`config.mk`:
```
export PLATFORM = sky130hd
export DESIGN_NAME = blkprot_gate
export DESIGN_NICKNAME = d
export VERILOG_FILES = /design/src/rtl/blkprot_pkg.sv /design/src/rtl/blkprot_table.sv /design/src/rtl/blkprot_cache.sv /design/src/rtl/blkprot_fsm.sv /design/src/rtl/blkprot_gate.sv
export SDC_FILE = /design/constraint.sdc
export NUM_CORES = 1
export LEC_CHECK = 0
export ABC_AREA = 1
export BUFFER_PORTS_ARGS = -buffer_cell sky130_fd_sc_hd__buf_2
export CORE_AREA = 2 2 93 95
export DETAILED_ROUTE_END_ITERATION = 16
export DIE_AREA = 0 0 95 97
export PLACE_DENSITY = 0.68
export SLEW_MARGIN = 20
export SYNTH_ARGS = -nofsm -noshare
export SYNTH_HDL_FRONTEND = slang
export SYNTH_SLANG_ARGS = --single-unit
```
`constraint.sdc`:
```
create_clock -name clk -period 1.5 [get_ports clk]
set_input_delay 0.3 -clock clk [delete_from_list [all_inputs] [get_ports clk]]
set_output_delay 0.3 -clock clk [all_outputs]
set_load 0.02 [all_outputs]
```
`src/rtl/blkprot_pkg.sv`:
```
`timescale 1ns/1ps
package blkprot_pkg;
    typedef enum logic [2:0] {
        ST_IDLE   = 3'd0,
        ST_XWAIT  = 3'd1,
        ST_LOOKUP = 3'd2,
        ST_REFILL = 3'd3,
        ST_GRANT  = 3'd4,
        ST_DENY   = 3'd5
    } bp_state_e;
endpackage

```
`src/rtl/blkprot_table.sv`:
```
`timescale 1ns/1ps
module blkprot_table #(
    parameter int IDX_W = 6
) (
    input  logic             clk,
    input  logic             rst_n,
    input  logic             we,
    input  logic [IDX_W-1:0] widx,
    input  logic             wbit,
    input  logic [IDX_W-1:0] ridx,
    output logic             rbit
);
    localparam int DEPTH = 1 << IDX_W;

    logic [DEPTH-1:0] bits_q;

    always_ff @(posedge clk or negedge rst_n) begin
        if (!rst_n) begin
            bits_q <= '0;
        end else if (we) begin
            bits_q[widx] <= wbit;
        end
    end

    assign rbit = bits_q[ridx];
endmodule

```
`src/rtl/blkprot_cache.sv`:
```
`timescale 1ns/1ps
module blkprot_cache #(
    parameter int IDX_W = 6
) (
    input  logic             clk,
    input  logic             rst_n,
    input  logic             inval,
    input  logic             load,
    input  logic [IDX_W-1:0] load_tag,
    input  logic             load_bit,
    input  logic [IDX_W-1:0] look_tag,
    output logic             hit,
    output logic             pbit
);
    logic             vld_q;
    logic [IDX_W-1:0] tag_q;
    logic             bit_q;

    // Invalidation wins over a refill in the same cycle.
    always_ff @(posedge clk or negedge rst_n) begin
        if (!rst_n) begin
            vld_q <= 1'b0;
            tag_q <= '0;
            bit_q <= 1'b0;
        end else if (inval) begin
            vld_q <= 1'b0;
        end else if (load) begin
            vld_q <= 1'b1;
            tag_q <= load_tag;
            bit_q <= load_bit;
        end
    end

    assign hit  = vld_q && (tag_q == look_tag);
    assign pbit = bit_q;
endmodule

```
`src/rtl/blkprot_fsm.sv`:
```
`timescale 1ns/1ps
module blkprot_fsm
    import blkprot_pkg::*;
(
    input  logic clk,
    input  logic rst_n,
    input  logic xlat_on,
    input  logic prot_on,
    input  logic strb,
    input  logic is_wr,
    input  logic xl_done,
    input  logic xl_err,
    input  logic c_hit,
    input  logic c_pbit,
    input  logic t_pbit,
    output logic cache_load,
    output logic grant,
    output logic pv
);
    bp_state_e state_q, state_d;
    logic      pv_q, pv_d;
    logic      bad_xlat;
    logic      chk_decide;

    assign bad_xlat = xlat_on && xl_err;

    // Next-state logic
    always_comb begin
        state_d    = state_q;
        chk_decide = 1'b0;
        if (!strb) begin
            state_d = ST_IDLE;
        end else begin
            unique case (state_q)
                ST_IDLE: begin
                    if (xlat_on)      state_d = ST_XWAIT;
                    else if (prot_on) state_d = ST_LOOKUP;
                    else              state_d = ST_GRANT;
                end
                ST_XWAIT: begin
                    if (bad_xlat)     state_d = ST_DENY;
                    else if (xl_done) state_d = prot_on ? ST_LOOKUP : ST_GRANT;
                end
                ST_LOOKUP: begin
                    if (bad_xlat) begin
                        state_d = ST_DENY;
                    end else if (c_hit) begin
                        chk_decide = 1'b1;
                        state_d    = (is_wr && c_pbit) ? ST_DENY : ST_GRANT;
                    end else begin
                        state_d = ST_REFILL;
                    end
                end
                ST_REFILL: begin
                    if (bad_xlat) begin
                        state_d = ST_DENY;
                    end else begin
                        chk_decide = 1'b1;
                        state_d    = (is_wr && t_pbit) ? ST_DENY : ST_GRANT;
                    end
                end
                ST_GRANT: state_d = ST_GRANT;
                ST_DENY:  state_d = ST_DENY;
                default:  state_d = ST_IDLE;
            endcase
        end
        pv_d = strb && (pv_q || chk_decide);
    end

    // State register
    always_ff @(posedge clk or negedge rst_n) begin
        if (!rst_n) begin
            state_q <= ST_IDLE;
            pv_q    <= 1'b0;
        end else begin
            state_q <= state_d;
            pv_q    <= pv_d;
        end
    end

    // Outputs
    always_comb begin
        cache_load = (state_q == ST_REFILL);
        grant      = (state_q == ST_GRANT);
        pv         = pv_q;
    end
endmodule

```
`src/rtl/blkprot_gate.sv`:
```
`timescale 1ns/1ps
module blkprot_gate #(
    parameter int PADDR_W = 20,
    parameter int IDX_W   = 6
) (
    input  logic               clk,
    input  logic               rst_n,
    input  logic               cfg_xlat_on,
    input  logic               cfg_prot_on,
    input  logic               addr_strb,
    input  logic [PADDR_W-1:0] paddr,
    input  logic               wr,
    input  logic               xl_done,
    input  logic               xl_err,
    input  logic               tbl_we,
    input  logic [IDX_W-1:0]   tbl_idx,
    input  logic               tbl_bit,
    output logic               prot_valid_n,
    output logic               cyc_en,
    output logic               cyc_en_gated
);
    localparam int LOW_W = PADDR_W - IDX_W;

    logic [IDX_W-1:0] blk_idx;
    logic             unused_low;
    logic             tbl_rbit;
    logic             c_hit;
    logic             c_pbit;
    logic             cache_load;
    logic             grant;
    logic             pv;

    assign blk_idx    = paddr[PADDR_W-1 -: IDX_W];
    assign unused_low = ^paddr[LOW_W-1:0];

    blkprot_table #(.IDX_W(IDX_W)) u_table (
        .clk   (clk),
        .rst_n (rst_n),
        .we    (tbl_we),
        .widx  (tbl_idx),
        .wbit  (tbl_bit),
        .ridx  (blk_idx),
        .rbit  (tbl_rbit)
    );

    blkprot_cache #(.IDX_W(IDX_W)) u_cache (
        .clk      (clk),
        .rst_n    (rst_n),
        .inval    (tbl_we),
        .load     (cache_load),
        .load_tag (blk_idx),
        .load_bit (tbl_rbit),
        .look_tag (blk_idx),
        .hit      (c_hit),
        .pbit     (c_pbit)
    );

    blkprot_fsm u_fsm (
        .clk        (clk),
        .rst_n      (rst_n),
        .xlat_on    (cfg_xlat_on),
        .prot_on    (cfg_prot_on),
        .strb       (addr_strb),
        .is_wr      (wr),
        .xl_done    (xl_done),
        .xl_err     (xl_err),
        .c_hit      (c_hit),
        .c_pbit     (c_pbit),
        .t_pbit     (tbl_rbit),
        .cache_load (cache_load),
        .grant      (grant),
        .pv         (pv)
    );

    assign prot_valid_n = !(pv && cfg_prot_on);
    assign cyc_en       = grant && addr_strb;
    assign cyc_en_gated = cyc_en && (!cfg_prot_on || !prot_valid_n);
endmodule

```
==> summary.md <==
| Metric | Value |
|---|---|
| Outcome | `finished, violations left` |
| Failing checks | `setup timing` |
| CTS tree | `yes` |
| Final Hold Viols | `0` |
| CTS Sinks | `76` |
| CTS clk-pin slew, worst paths | `80 ps` |
| Worst setup path category | `reg -> out` |
| Row cnt | `33` |
| Largest net degree at the start of global routing | `61` |
| CP Cell Sequence | `nor4_4 -> o21a_1 -> buf_4` |
| Syn Inst Count | `508` |
| Slowest CP cell | `dfrtp_2` |
| Synth Area in XOR/XNOR | `0.004372` |
| Largest family of logic cells by synthesized area | `simple AND/OR/NAND/NOR gates` |
| Slew @ Worst Pin | `447.9 ps` |
| Sequential cell area | `0.001904 mm2` |
| Multi-input gate area | `0.001907 mm2` |
| Final setup fails | `2` |
| Post-synthesis simple-gate area fraction | `0.2555` |
| Pre-antenna DRT Iters | `5` |
| Die area | `0.009215 mm2` |
| Required time of the critical path | `1200 ps` |
| Ys flop type | `dfrtp_1` |
| Buffers added on ports | `24` |
| CP delay by family, top | `flip-flops` |
| CP endpoint | `cyc_en_gated` |
| DR vias/cell | `5.630` |
| Mux share of post-synthesis cell area | `0.01280` |
| Worst path buffer plus inverter count | `1` |
| Adder-Cell Fraction of Synth Area | `0` |
| Hold slack final | `178.3 ps` |
| Mapped Nets | `544` |
| TNS Setup | `-173.4 ps` |
| H-tree levels | `3` |
| First-pass GRT wire length | `17110 um` |
| Maximum fanout along the worst path | `2` |
| Worst Hold Class | `in -> reg` |
| Ant diodes | `0` |
| Ys Warns | `0` |
| 1st-iter DRT viols | `293` |
| Total chip power | `0.005605 W` |
| Final min period | `1637 ps` |
| Placed Area | `0.004522 mm2` |
| Fin worst setup slack | `-136.7 ps` |
| I/O pin cnt | `39` |
| Max-slew violations | `0` |
| Worst Setup Start Kind | `register` |
| Worst setup EP type | `output port` |
| Design Area, Final | `0.004845 mm2` |
| Yosys top cell by area | `dfrtp_1` |
| DRC | `0` |
| Nets | `593` |
| Maxcap violations | `0` |
| Peak supply drop | `0.0005322 V` |
| Critical path depth in cells | `3` |
| Clock Latency Late Sink | `350 ps` |
| Post-synthesis sequential area ratio | `0.4747` |
| Reg-to-reg slack, setup | `20 ps` |
| #FFs+latches synth | `76` |
| Vias in the first global route | `3587` |
| Clock Skew | `7.252 ps` |
| Leak pwr | `2.240 nW` |
| DP HPWL | `6824 um` |
| Reg2reg path depth | `9` |
| Drt wl/cell | `15.36 um` |
| Share of cells above drive strength 1 | `0.2171` |
| Final-layout fill cell count | `744` |
| Non-Filler Instances | `667` |
| Hold path depth | `3` |
| Post-synth EDFFs | `0` |
| CTS Buffer Depth | `2` |
| Synthesized area per cell | `7.887 um2` |
| Total Routing Usage GR | `0.2347` |
| Gp weighted congestion | `0.8270` |
| Reg2reg end | `u_fsm.state_q[0]$_DFFE_PN0P_` |
| Post-route ant nets | `0` |
| Syn Std Cell Area | `0.004006 mm2` |
| Worst EP arrival | `1340 ps` |
| Inst Count DP | `645` |
| Synth Area in Compound Gates | `0.1790` |
| Top post-synthesis cells by area | `dfrtp_1 (47%), nand2_1 (10%), a21oi_1 (7.7%)` |
| Die Ht | `97 um` |
| Initial Util | `0.4925` |
| Pwr per Cell Area | `1157 mW/mm2` |
| F_max | `0.6110 GHz` |
| Area Growth Syn to Fin | `20.92%` |
| DIE WIDTH | `95 um` |
| Vias post-DR | `3755` |
| Initial antenna violation count | `0` |
| Critical path's largest stage delay | `430 ps` |
| Library cells used by synthesis | `27` |
| Crit share post-route | `1.091` |
| Grt ovf | `0` |
| Critical path startpoint | `u_fsm.state_q[1]$_DFFE_PN0P_` |
| Max_slew headroom | `0.6991` |
| Clk Tree Root Cell | `clkbuf_8` |
| RSZ-0062 raised after global routing | `yes` |
| Synth top area share | `0.4747` |
| Post-synthesis async set-or-reset flop share | `1.000` |
| Critical R2R Launch | `u_cache.tag_q[4]$_DFFE_PN0P_` |
| Placeable Area | `0.008134 mm2` |
| Final wirelength | `10250 um` |
| Cts bufs inserted | `9` |
-- kinds of logic (layout without fill, tap and decap cells) --
group,Yosys count,count (layout)
AOI/OAI and AO/OA,128,128
xor gates and xnor gates,2,2
buffers and inverters,68,122
and+or+nand+nor,229,229
muxes,5,5
DFF,76,76
-- per-stage QoR --
| stage | worst slack [ps] | util |
|---|---|---|
| 2_1_floorplan | 10.82 | - |
| 3_3_place_gp | -201.5 | 0.5559 |
| 3_5_place_dp | -217.3 | 0.5559 |
| 4_1_cts | -143.6 | 0.5834 |
| 5_1_grt | -228.7 | 0.5956 |
| 6_report | -136.7 | 0.5956 |
-- repair_timing --
action / CTS / global route
buffers inserted: 3 / 2
endpoints found under the hold margin: 26 / 0
pin swaps: 0 / 13
hold buffers: 1 / 0
resized for setup: 4 / 23
endpoints found under the setup margin: 3 / 7
-- registers in the layout, indices dropped and copies added (netlist names) --
name	count
u_fsm.state_q	3
u_table.bits_q	64
u_cache.tag_q	6
u_fsm.pv	1
u_cache.pbit	1
u_cache.vld_q	1
-- cells in the mapped netlist, types with 2 or more instances --
| library cell | number |
|---|---|
| nor3_1 | 15 |
| buf_2 | 17 |
| nor2_1 | 33 |
| nor4_2 | 6 |
| nand3_1 | 60 |
| buf_4 | 3 |
| clkinv_1 | 2 |
| a21oi_1 | 62 |
| clkbuf_1 | 12 |
| inv_2 | 6 |
| inv_1 | 27 |
| mux2i_1 | 4 |
| dfrtp_1 | 76 |
| nor3_2 | 2 |
| a31oi_1 | 48 |
| nor4_1 | 2 |
| nand2_1 | 111 |
| xor2_1 | 2 |
| a211oi_1 | 2 |
| o21ai_0 | 11 |
-- worst reg2reg max path, stage by stage (launching register included) --
cell	delay [ps]
dfrtp_1	400
xor2_1	180
a211oi_2	170
nand3_1	140
inv_2	100
nand3_2	70
a21oi_2	140
nand2_1	80
nand2_1	50
nand2_1	40
-- metal layers --
metal,vias to the layer above,wire (um),part of all wire,GRT usage
met4,0,129,0.013,0.07804
met1,1794,4578,0.45,0.3238
met3,11,471,0.046,0.03505
met2,98,5069,0.49,0.3770
li1,1852,-,-,-
met5,-,0,0,0
-- how the worst min path moves through the flow --
| stage | endpoint | start |
|---|---|---|
| 6_report | u_fsm.state_q[0]$_DFFE_PN0P_ | addr_strb |
| 5_1_grt | u_fsm.state_q[0]$_DFFE_PN0P_ | addr_strb |
| 2_1_floorplan | u_cache.pbit$_DFFE_PN0P_ | rst_n |
| 3_5_place_dp | u_table.bits_q[6]$_DFFE_PN0P_ | rst_n |
| 4_1_cts | u_fsm.state_q[0]$_DFFE_PN0P_ | addr_strb |
| 3_3_place_gp | u_table.bits_q[14]$_DFFE_PN0P_ | rst_n |
-- cell usage in the layout, fill, tap and decap left out, types with 2 or more instances in the layout --
| cell type | n |
|---|---|
| nand3_2 | 6 |
| nand2_1 | 105 |
| nor4_2 | 7 |
| inv_2 | 6 |
| clkinv_1 | 2 |
| clkbuf_1 | 3 |
| nor3_2 | 3 |
| a31oi_1 | 48 |
| nor3_1 | 14 |
| a211oi_2 | 2 |
| dfrtp_1 | 74 |
| clkbuf_8 | 12 |
| o21ai_0 | 10 |
| buf_2 | 21 |
| mux2i_1 | 4 |
| nand3_1 | 54 |
| xor2_1 | 2 |
| nand2_2 | 6 |
| buf_12 | 8 |
| a21oi_1 | 61 |
| buf_4 | 40 |
| dfrtp_2 | 2 |
| nor2_1 | 32 |
| inv_1 | 26 |
-- final cells by class --
type | count | share of cell area
clock buffer | 15 | 0.03642
clock inverter | 1 | 0.001033
inverter | 35 | 0.02763
multi-input combinational | 364 | 0.3936
sequential | 76 | 0.3931
tap | 105 | 0.02712
timing repair buffer | 71 | 0.1211
-- where the power goes --
group	switching, W	leakage, nW	internal, W	total, W
clock network	0.000728	0.0937	0.000738	0.00147
logic	0.000797	1.18	0.000621	0.00142
registers	0.000252	0.971	0.00247	0.00272
total	0.00178	2.24	0.00383	0.00561
(Power assumes the default switching activity.)
